$ cat src/rtl/tmr_pkg.sv
package tmr_pkg;
  localparam int RATE_W = 3;
  localparam int CTL_W  = RATE_W + 3;

  typedef struct packed {
    logic              src_ext;
    logic              ext_fall;
    logic              psc_wdt;
    logic [RATE_W-1:0] rate;
  } ctl_t;
endpackage

$ cat src/rtl/rst_sync.sv
module rst_sync (
  input  logic clk,
  input  logic rst_n,
  output logic rst_n_s
);
  logic [1:0] sr;

  always_ff @(posedge clk or negedge rst_n) begin
    if (!rst_n) sr <= 2'b00;
    else        sr <= {sr[0], 1'b1};
  end

  assign rst_n_s = sr[1];
endmodule

$ cat src/rtl/pin_edge.sv
module pin_edge #(
  parameter int STAGES = 2
) (
  input  logic clk,
  input  logic rst_n,
  input  logic pin,
  output logic rise,
  output logic fall
);
  logic [STAGES-1:0] sync_q, sync_n;
  logic              prev_q;

  always_comb begin
    sync_n = {sync_q[STAGES-2:0], pin};
  end

  always_ff @(posedge clk or negedge rst_n) begin
    if (!rst_n) begin
      sync_q <= '0;
      prev_q <= 1'b0;
    end else begin
      sync_q <= sync_n;
      prev_q <= sync_q[STAGES-1];
    end
  end

  assign rise = sync_q[STAGES-1] & ~prev_q;
  assign fall = ~sync_q[STAGES-1] & prev_q;
endmodule

$ cat src/rtl/shared_psc.sv
module shared_psc
  import tmr_pkg::*;
(
  input  logic              clk,
  input  logic              rst_n,
  input  logic              to_wdt,
  input  logic [RATE_W-1:0] rate,
  input  logic              tmr_evt,
  input  logic              wdt_evt,
  input  logic              clr,
  output logic              tmr_step,
  output logic              wdt_step
);
  localparam int PSC_W = 2 ** RATE_W;
  localparam int SH_W  = RATE_W + 1;

  logic [PSC_W-1:0] cnt_q, cnt_n, mask;
  logic [SH_W-1:0]  shamt;
  logic             in_evt, full, psc_step;

  assign shamt = to_wdt ? {1'b0, rate} : ({1'b0, rate} + SH_W'(1));

  for (genvar i = 0; i < PSC_W; i++) begin : g_mask
    assign mask[i] = (SH_W'(i) < shamt);
  end

  assign in_evt   = to_wdt ? wdt_evt : tmr_evt;
  assign full     = ((cnt_q & mask) == mask);
  assign psc_step = in_evt & full;
  assign tmr_step = to_wdt ? tmr_evt  : psc_step;
  assign wdt_step = to_wdt ? psc_step : wdt_evt;

  always_comb begin
    cnt_n = cnt_q;
    if (clr)         cnt_n = '0;
    else if (in_evt) cnt_n = cnt_q + PSC_W'(1);
  end

  always_ff @(posedge clk or negedge rst_n) begin
    if (!rst_n) cnt_q <= '0;
    else        cnt_q <= cnt_n;
  end

  AST_TMR_STEP_NEEDS_EVT: assert property (@(posedge clk) disable iff (!rst_n)
    tmr_step |-> tmr_evt);
  AST_WDT_STEP_NEEDS_TICK: assert property (@(posedge clk) disable iff (!rst_n)
    wdt_step |-> wdt_evt);
endmodule

$ cat src/rtl/tmr_core.sv
module tmr_core #(
  parameter int TMR_W    = 8,
  parameter int HOLD_CYC = 2
) (
  input  logic             clk,
  input  logic             rst_n,
  input  logic             wr_tmr,
  input  logic             wr_any,
  input  logic [TMR_W-1:0] wr_data,
  input  logic             step,
  output logic [TMR_W-1:0] tmr_q,
  output logic             ovf_q,
  output logic             gate_open
);
  localparam int HW = $clog2(HOLD_CYC + 1);

  logic [TMR_W-1:0] tmr_n;
  logic             ovf_n;
  logic [HW-1:0]    hold_q, hold_n;

  always_comb begin
    tmr_n = tmr_q;
    ovf_n = 1'b0;
    if (wr_tmr) begin
      tmr_n = wr_data;
    end else if (step) begin
      tmr_n = tmr_q + TMR_W'(1);
      ovf_n = (tmr_q == {TMR_W{1'b1}});
    end
    if (wr_any)              hold_n = HW'(HOLD_CYC);
    else if (hold_q != '0)   hold_n = hold_q - HW'(1);
    else                     hold_n = hold_q;
  end

  always_ff @(posedge clk or negedge rst_n) begin
    if (!rst_n) begin
      tmr_q  <= '0;
      ovf_q  <= 1'b0;
      hold_q <= '0;
    end else begin
      tmr_q  <= tmr_n;
      ovf_q  <= ovf_n;
      hold_q <= hold_n;
    end
  end

  assign gate_open = (hold_q == '0);

  AST_OVF_AT_ZERO: assert property (@(posedge clk) disable iff (!rst_n)
    ovf_q |-> (tmr_q == '0));
  AST_WRITE_LOADS: assert property (@(posedge clk) disable iff (!rst_n)
    wr_tmr |=> (tmr_q == $past(wr_data)));
  AST_STEP_BY_ONE: assert property (@(posedge clk) disable iff (!rst_n)
    !wr_tmr |=> (tmr_q == $past(tmr_q) || tmr_q == $past(tmr_q) + TMR_W'(1)));
  AST_HOLD_FREEZES: assert property (@(posedge clk) disable iff (!rst_n)
    (!gate_open && !wr_tmr) |=> $stable(tmr_q));
endmodule

$ cat src/rtl/wdt_cnt.sv
module wdt_cnt #(
  parameter int WDT_W = 8
) (
  input  logic clk,
  input  logic rst_n,
  input  logic step,
  input  logic clr,
  output logic timeout_q
);
  logic [WDT_W-1:0] cnt_q, cnt_n;
  logic             to_n;

  always_comb begin
    cnt_n = cnt_q;
    to_n  = 1'b0;
    if (clr) begin
      cnt_n = '0;
    end else if (step) begin
      cnt_n = cnt_q + WDT_W'(1);
      to_n  = (cnt_q == {WDT_W{1'b1}});
    end
  end

  always_ff @(posedge clk or negedge rst_n) begin
    if (!rst_n) begin
      cnt_q     <= '0;
      timeout_q <= 1'b0;
    end else begin
      cnt_q     <= cnt_n;
      timeout_q <= to_n;
    end
  end

  AST_TIMEOUT_AT_ZERO: assert property (@(posedge clk) disable iff (!rst_n)
    timeout_q |-> (cnt_q == '0));
  AST_CLR_EMPTIES: assert property (@(posedge clk) disable iff (!rst_n)
    clr |=> (cnt_q == '0 && !timeout_q));
endmodule

$ cat src/rtl/tick_timer_wdt.sv
module tick_timer_wdt
  import tmr_pkg::*;
#(
  parameter int TMR_W = 8,
  parameter int WDT_W = 8
) (
  input  logic             clk,
  input  logic             rst_n,
  input  logic             cyc_tick,
  input  logic             wdt_tick,
  input  logic             ext_pin,
  input  logic             wr_en,
  input  logic             wr_addr,
  input  logic [TMR_W-1:0] wr_data,
  input  logic             wdt_clr,
  output logic [TMR_W-1:0] tmr_q,
  output logic             tmr_ovf,
  output logic             wdt_timeout
);
  logic rst_i;
  ctl_t ctl_q, ctl_n;
  logic wr_tmr, wr_ctl, ext_rise, ext_fall;
  logic src_evt, gated_evt, gate_open, psc_clr;
  logic tmr_step, wdt_step;

  rst_sync u_rst (.clk(clk), .rst_n(rst_n), .rst_n_s(rst_i));

  assign wr_tmr = wr_en & ~wr_addr;
  assign wr_ctl = wr_en &  wr_addr;

  always_comb begin
    ctl_n = ctl_q;
    if (wr_ctl) ctl_n = ctl_t'(wr_data[CTL_W-1:0]);
  end

  always_ff @(posedge clk or negedge rst_i) begin
    if (!rst_i) ctl_q <= '0;
    else        ctl_q <= ctl_n;
  end

  pin_edge #(.STAGES(2)) u_edge (
    .clk(clk), .rst_n(rst_i), .pin(ext_pin), .rise(ext_rise), .fall(ext_fall)
  );

  assign src_evt   = ctl_q.src_ext ? (ctl_q.ext_fall ? ext_fall : ext_rise) : cyc_tick;
  assign gated_evt = src_evt & gate_open;
  assign psc_clr   = wr_en | (wdt_clr & ctl_q.psc_wdt);

  shared_psc u_psc (
    .clk(clk), .rst_n(rst_i), .to_wdt(ctl_q.psc_wdt), .rate(ctl_q.rate),
    .tmr_evt(gated_evt), .wdt_evt(wdt_tick), .clr(psc_clr),
    .tmr_step(tmr_step), .wdt_step(wdt_step)
  );

  tmr_core #(.TMR_W(TMR_W), .HOLD_CYC(2)) u_tmr (
    .clk(clk), .rst_n(rst_i), .wr_tmr(wr_tmr), .wr_any(wr_en), .wr_data(wr_data),
    .step(tmr_step), .tmr_q(tmr_q), .ovf_q(tmr_ovf), .gate_open(gate_open)
  );

  wdt_cnt #(.WDT_W(WDT_W)) u_wdt (
    .clk(clk), .rst_n(rst_i), .step(wdt_step), .clr(wdt_clr), .timeout_q(wdt_timeout)
  );

  AST_CTL_WRITE: assert property (@(posedge clk) disable iff (!rst_i)
    wr_ctl |=> (ctl_q == ctl_t'($past(wr_data[CTL_W-1:0]))));
  AST_EDGE_SELECT: assert property (@(posedge clk) disable iff (!rst_i)
    (ctl_q.src_ext && !ctl_q.psc_wdt && tmr_step) |-> (ctl_q.ext_fall ? ext_fall : ext_rise));
endmodule

$ cat config.mk
export PLATFORM = sky130hd
export DESIGN_NAME = tick_timer_wdt
export DESIGN_NICKNAME = d
export VERILOG_FILES = /design/src/rtl/tmr_pkg.sv /design/src/rtl/rst_sync.sv /design/src/rtl/pin_edge.sv /design/src/rtl/shared_psc.sv /design/src/rtl/tmr_core.sv /design/src/rtl/wdt_cnt.sv /design/src/rtl/tick_timer_wdt.sv
export SDC_FILE = /design/constraint.sdc
export NUM_CORES = 1
export LEC_CHECK = 0
export CORE_ASPECT_RATIO = 0.5
export CORE_MARGIN = 4
export CORE_UTILIZATION = 44
export DETAILED_ROUTE_END_ITERATION = 10
export DONT_BUFFER_PORTS = 1
export PLACE_DENSITY = 0.55
export SLEW_MARGIN = 20
export SYNTH_ARGS = -nofsm -noshare
export SYNTH_HDL_FRONTEND = slang
export SYNTH_SLANG_ARGS = --single-unit
export TNS_END_PERCENT = 10
$ cat constraint.sdc
create_clock -name clk -period 2.61 [get_ports clk]
set_input_delay 0.1305 -clock clk [delete_from_list [all_inputs] [get_ports clk]]
set_output_delay 0.1305 -clock clk [all_outputs]
set_load 0.005 [all_outputs]
# Word-level counts from Yosys, hierarchy flattened

Cells that the tools add are included.

Register bits: 39
Latch bits: 0
Bits in writable memories: 0
Bits in read-only memories: 0
Input port bits: 16
Logic and storage cells: 65
Memories: 0

Add/sub/neg operators: 5
Multiply operators: 0
Divide/modulo/power cells: 0
$lt $le $gt $ge: 8
Equality and inequality tests: 3
Shift-type cells: 0
Mux-type cells: 18
Bitwise gates (word level): 12
Reductions and logical operators: 6

Operators with widths:

| operator            | number |
|---|---|
| $mux 8              | 6 |
| $add 8x1->8 const B | 3 |
| $eq 8x8->1 const B  | 2 |
| $lt 3x4->1 const A  | 4 |
| $reduce_bool 2->1   | 5 |
| $mux 1              | 9 |
| $and 8x8->8         | 1 |
| $eq 8x8->1          | 1 |
| $lt 1x4->1 const A  | 2 |
| $lt 2x4->1 const A  | 2 |
| $and 1x1->1         | 7 |
| $add 3x1->4 const B | 1 |
| $mux 2              | 2 |
| $mux 4              | 1 |
| $not 1->1           | 3 |
| $logic_not 2->1     | 1 |
| $sub 2x1->2 const B | 1 |
| $or 1x1->1          | 1 |

# Longest topological paths before layout

Depth after elaboration: 10
Depth in mapped cells: 10
Gate-level depth less buffers: 9

# Modules after synthesis

Synthesis repeated with hierarchy kept, for this count alone.

Cells, all modules: 207
Area, all modules: 2070.7 um^2

Modules (own cells, without submodules):

| module         | times used | cells an instance | area each (um^2) |
|---|---|---|---|
| shared_psc     | 1          | 80                | 634.4 |
| tmr_core       | 1          | 61                | 576.8 |
| wdt_cnt        | 1          | 40                | 429.2 |
| tick_timer_wdt | 1          | 18                | 286.5 |
| pin_edge       | 1          | 5                 | 90.1 |
| rst_sync       | 1          | 3                 | 53.8 |

# Worst setup path before layout

OpenSTA, ideal clock, no wires.

Path kind: register to register
From: register ctl_q[1] in the netlist's numbering
To: register u_tmr.tmr_q[6]
Arrival time: 2.380 ns
Data required time: 2.528 ns
Slack: 0.149 ns
Stages on the path, launching flop included: 9
Clock period less this slack: 2.461 ns
Cell sequence: dfrtp_1 ha_1 or4_4 o211ai_2 o22ai_2 o21ai_2 nand3_2 or4_1 a31oi_1

Longest elaborated chain between the ends: 8
Elaborated cells on any way between the ends: 15
Classes of those cells: add/sub: 1; order compare: 8; eq/ne: 1; mux: 2; bitwise: 2; reduce/logical: 1

RTL lines:

| element                              | RTL line             | RTL |
|---|---|---|
| start, declared                      | tick_timer_wdt.sv:21 | `ctl_t ctl_q, ctl_n;` |
| start signal, assigned               | tick_timer_wdt.sv:38 | `else ctl_q <= ctl_n;` |
| $add 3x1->4                          | shared_psc.sv:21     | `assign shamt = to_wdt ? {1'b0, rate} : ({1'b0, rate} + SH_W'(1));` |
| $mux 4 *                             | shared_psc.sv:21     |  |
| $lt 1x4->1 (tied with other cells)   | shared_psc.sv:24     | `assign mask[i] = (SH_W'(i) < shamt);` |
| $and 8x8->8                          | shared_psc.sv:28     | `assign full = ((cnt_q & mask) == mask);` |
| $eq 8x8->1 *                         | shared_psc.sv:28     |  |
| $and 1x1->1 *                        | shared_psc.sv:29     | `assign psc_step = in_evt & full;` |
| $mux 1 *                             | shared_psc.sv:30     | `assign tmr_step = to_wdt ? tmr_evt : psc_step;` |
| $reduce_bool 2->1 (no source line) * | n/a                  |  |
| end signal, assigned                 | tmr_core.sv:41       | `tmr_q <= tmr_n;` |
| end, declared                        | tmr_core.sv:11       | `output logic [TMR_W-1:0] tmr_q,` |

Every way passes the cells marked *; elsewhere a longest branch is shown, timed or not.
A chain may end at the register's enable or synchronous reset.

# Worst setup path in the final report

From: register ctl_q[0] in the netlist's numbering
To: register u_tmr.tmr_q[5]

The elaborated chain is that of the path after synthesis.

==> reports/metrics.yaml <==
yosys-top-cells-area: "dfrtp_1, nor2_1, xor2_1"
gr-total-overflow: 0
syn_nets: 235
top_layer_used: "met4"
place.gp.congestion: 0.852
hp-class: "in2async"
min_period_over_period_pct: 94.7
drt-pass1-iter-count: 4
leakage_nw: 1.02
worstReg2RegStart: "ctl_q[0]"
path_class: "reg2reg"
max_clock_freq_mhz: 405
synth_seq_cells: 39
cts_buffers: 5
drt-vias-per-instance: 5.43
fp.dieW_um: 106
critPathLaunch: "ctl_q[0]"
rsz0062_at_grt: "no"
power_w: 0.00162
postLayoutSetupSlackWorst_ps: 139
track_usage_pct: 16.2
synth_top_area_share_pct: 46.4
worst_setup_path_start_kind: "flip-flop"
dr.first_iter.drc_count: 80
met1_length_um: 2220
synth_common_cells: "dfrtp_1, nor2_1, nand2_1"
clk_pin_slew_ps: 80
synth-edff-count: 0
num-nets-final: 256
vdd_drop_max_mv: 0.375
ff2ff_path_depth: 9
wl_um: 4490
tns_ps: 0
synth_cell_type_count: 45
path_max_fanout: 9
num_vias: 1639
yosysSeqAreaShare_pct: 46.4
grt_max_degree: 23
route.met2.wl_um: 1950
routedWlPerCell_um: 14.9
syn_inst: 214
yosys_warnings: 0
r2r-end: "u_tmr.tmr_q[5]"
drtAntennaViolNets: 0
endpoint_kind: "flip-flop"
synth_top_area_cell: "dfrtp_1"
rows: 17
die-height_um: 56.9
drive_above_1_share_pct: 13.6
pre_cts_ws_ps: 81.8
hpwl_um: 3100
antenna_found_initial: 0
maxSlewHeadroom_pct: 40.2
die_area_um2: 6010
rrSetupSlack_ps: 140
finalHoldViolations: 0
outcome: "finished, final reports clean"
cts.path.max_buffers: 2
cp.arrival_ps: 2680
ys.flop_type: "dfrtp_1"
power_density_nw_per_um2: 661
maxSlewViolCount: 0
cts_root_buffer: "clkbuf_8"
finalSetupViolations: 0
htree_levels: 2
worst_pin_slew_ps: 898
synth_most_common_cell: "dfrtp_1"
syn_area_per_cell_um2: 9.82
skew_ps: 5.31
cp_slowest_stage_delay_ps: 490
final_core_utilization_pct: 54.3
cp_slowest_cell: "or4_4"
cts_sinks: 39
syn_area_um2: 2100
whs_ps: 59.4
cp-endpoint: "u_tmr.tmr_q[5]"
cp_cell_sequence: "ha_1, or4_4, o211ai_2, o22ai_2, o21ai_2, nand3_2, buf_6, or3_1, a31oi_1"
grt_pass1_vias: 1529
diodes: 0
cts_tree: "built"
wl_met3_um: 272
ios: 26
syn2layout_area_growth_pct: 16.4
port_buffers: 0
maxCapViolCount: 0
initial_core_util_pct: 46.6
min_period_ps: 2470
drcViolationCount: 0
async_flop_share_pct: 100
core_area_um2: 4510
clk-insertion-delay-late_ps: 290
crit_required_ps: 2820
grt_pass1_wl_um: 7510
==> layout by cell type (no fill, tap or decap), drive strengths merged, types with 3 or more instances in the layout <==
cell type    instances
nor2b                6
nand4                5
inv                  5
nand2b               3
mux2i                4
nor2                25
xnor2                3
or3                  7
a21oi                8
dlygate4sd3         12
nand3               11
or4                  4
clkbuf               5
ha                   5
mux2                 6
nand2               15
xor2                10
buf                 10
dfrtp               39
a31oi                6
o21ai               17
==> registers in the layout, summed over array words and instances (netlist names), 2 cells and up <==
name / cells
ctl_q: 6
u_rst.sr: 2
u_psc.cnt_q: 8
u_wdt.cnt_q: 8
u_edge.sync_q: 2
u_tmr.tmr_q: 8
u_tmr.hold_q: 2
==> per-stage QoR <==
stage	instance area, um2	instances
after global routing	2450	302
after CTS	2440	302
final	2450	302
after detailed placement	2210	282
after global placement	2210	282
after floorplan	2100	214
==> layer usage <==
layer,global-route usage [%],vias up
met5,0,-
met4,4.43,0
met1,22.8,783
met3,5.86,5
met2,23.3,39
li1,-,812
==> cell families (layout without fill, tap and decap cells) <==
logic type / count (synthesis) / in the layout / share of synthesized area, %
and+or+nand+nor: 90 / 90 / 22.7
AOI/OAI and AO/OA: 43 / 43 / 13.9
DFF: 39 / 39 / 46.4
xor gates and xnor gates: 13 / 13 / 5.42
buffers and inverters: 13 / 35 / 3.21
muxes: 10 / 10 / 5.12
adders and majority gates: 5 / 5 / 2.98
other: 1 / 1 / 0.178
==> worst max-delay path: cells and delay by family, from the launching register on <==
| family | cells | cell delay [ps] |
|---|---|---|
| flops | 1 | 380 |
| buf+inv | 1 | 180 |
| fa+ha+maj | 1 | 310 |
| simple gates | 3 | 980 |
| compound gates | 4 | 560 |
==> cell type report <==
cell class / instances / area (um2)
inverter: 5 / 18.8
sequential: 39 / 976
clock inverter: 3 / 43.8
fill: 415 / 2060
timing repair buffer: 22 / 199
clock buffer: 5 / 68.8
multi-input combinational: 162 / 1060
tap: 66 / 82.6
==> repair_timing <==
item	in CTS	in global routing
setup buffers	0	0
hold buffers	12	0
resized for setup	0	1
setup endpoints to repair	0	4
endpoints found under the hold margin	28	0
==> how the worst min path moves through the flow <==
stage	depth (start not counted)	slack, ps	end	startpoint
final	1	60	u_rst.sr[0]	rst_n
after global routing	1	40	u_rst.sr[0]	rst_n
after CTS	1	50	u_rst.sr[0]	rst_n
after detailed placement	0	-170	u_rst.sr[1]	rst_n
after global placement	0	-170	u_rst.sr[0]	rst_n
after floorplan	0	-170	u_rst.sr[0]	rst_n
==> where the power goes <==
group	switching (W)	internal, W
registers	0.0000744	0.000666
clock network	0.000217	0.000285
logic	0.000200	0.000174
Note: power is estimated with default switching activity, not from simulation.
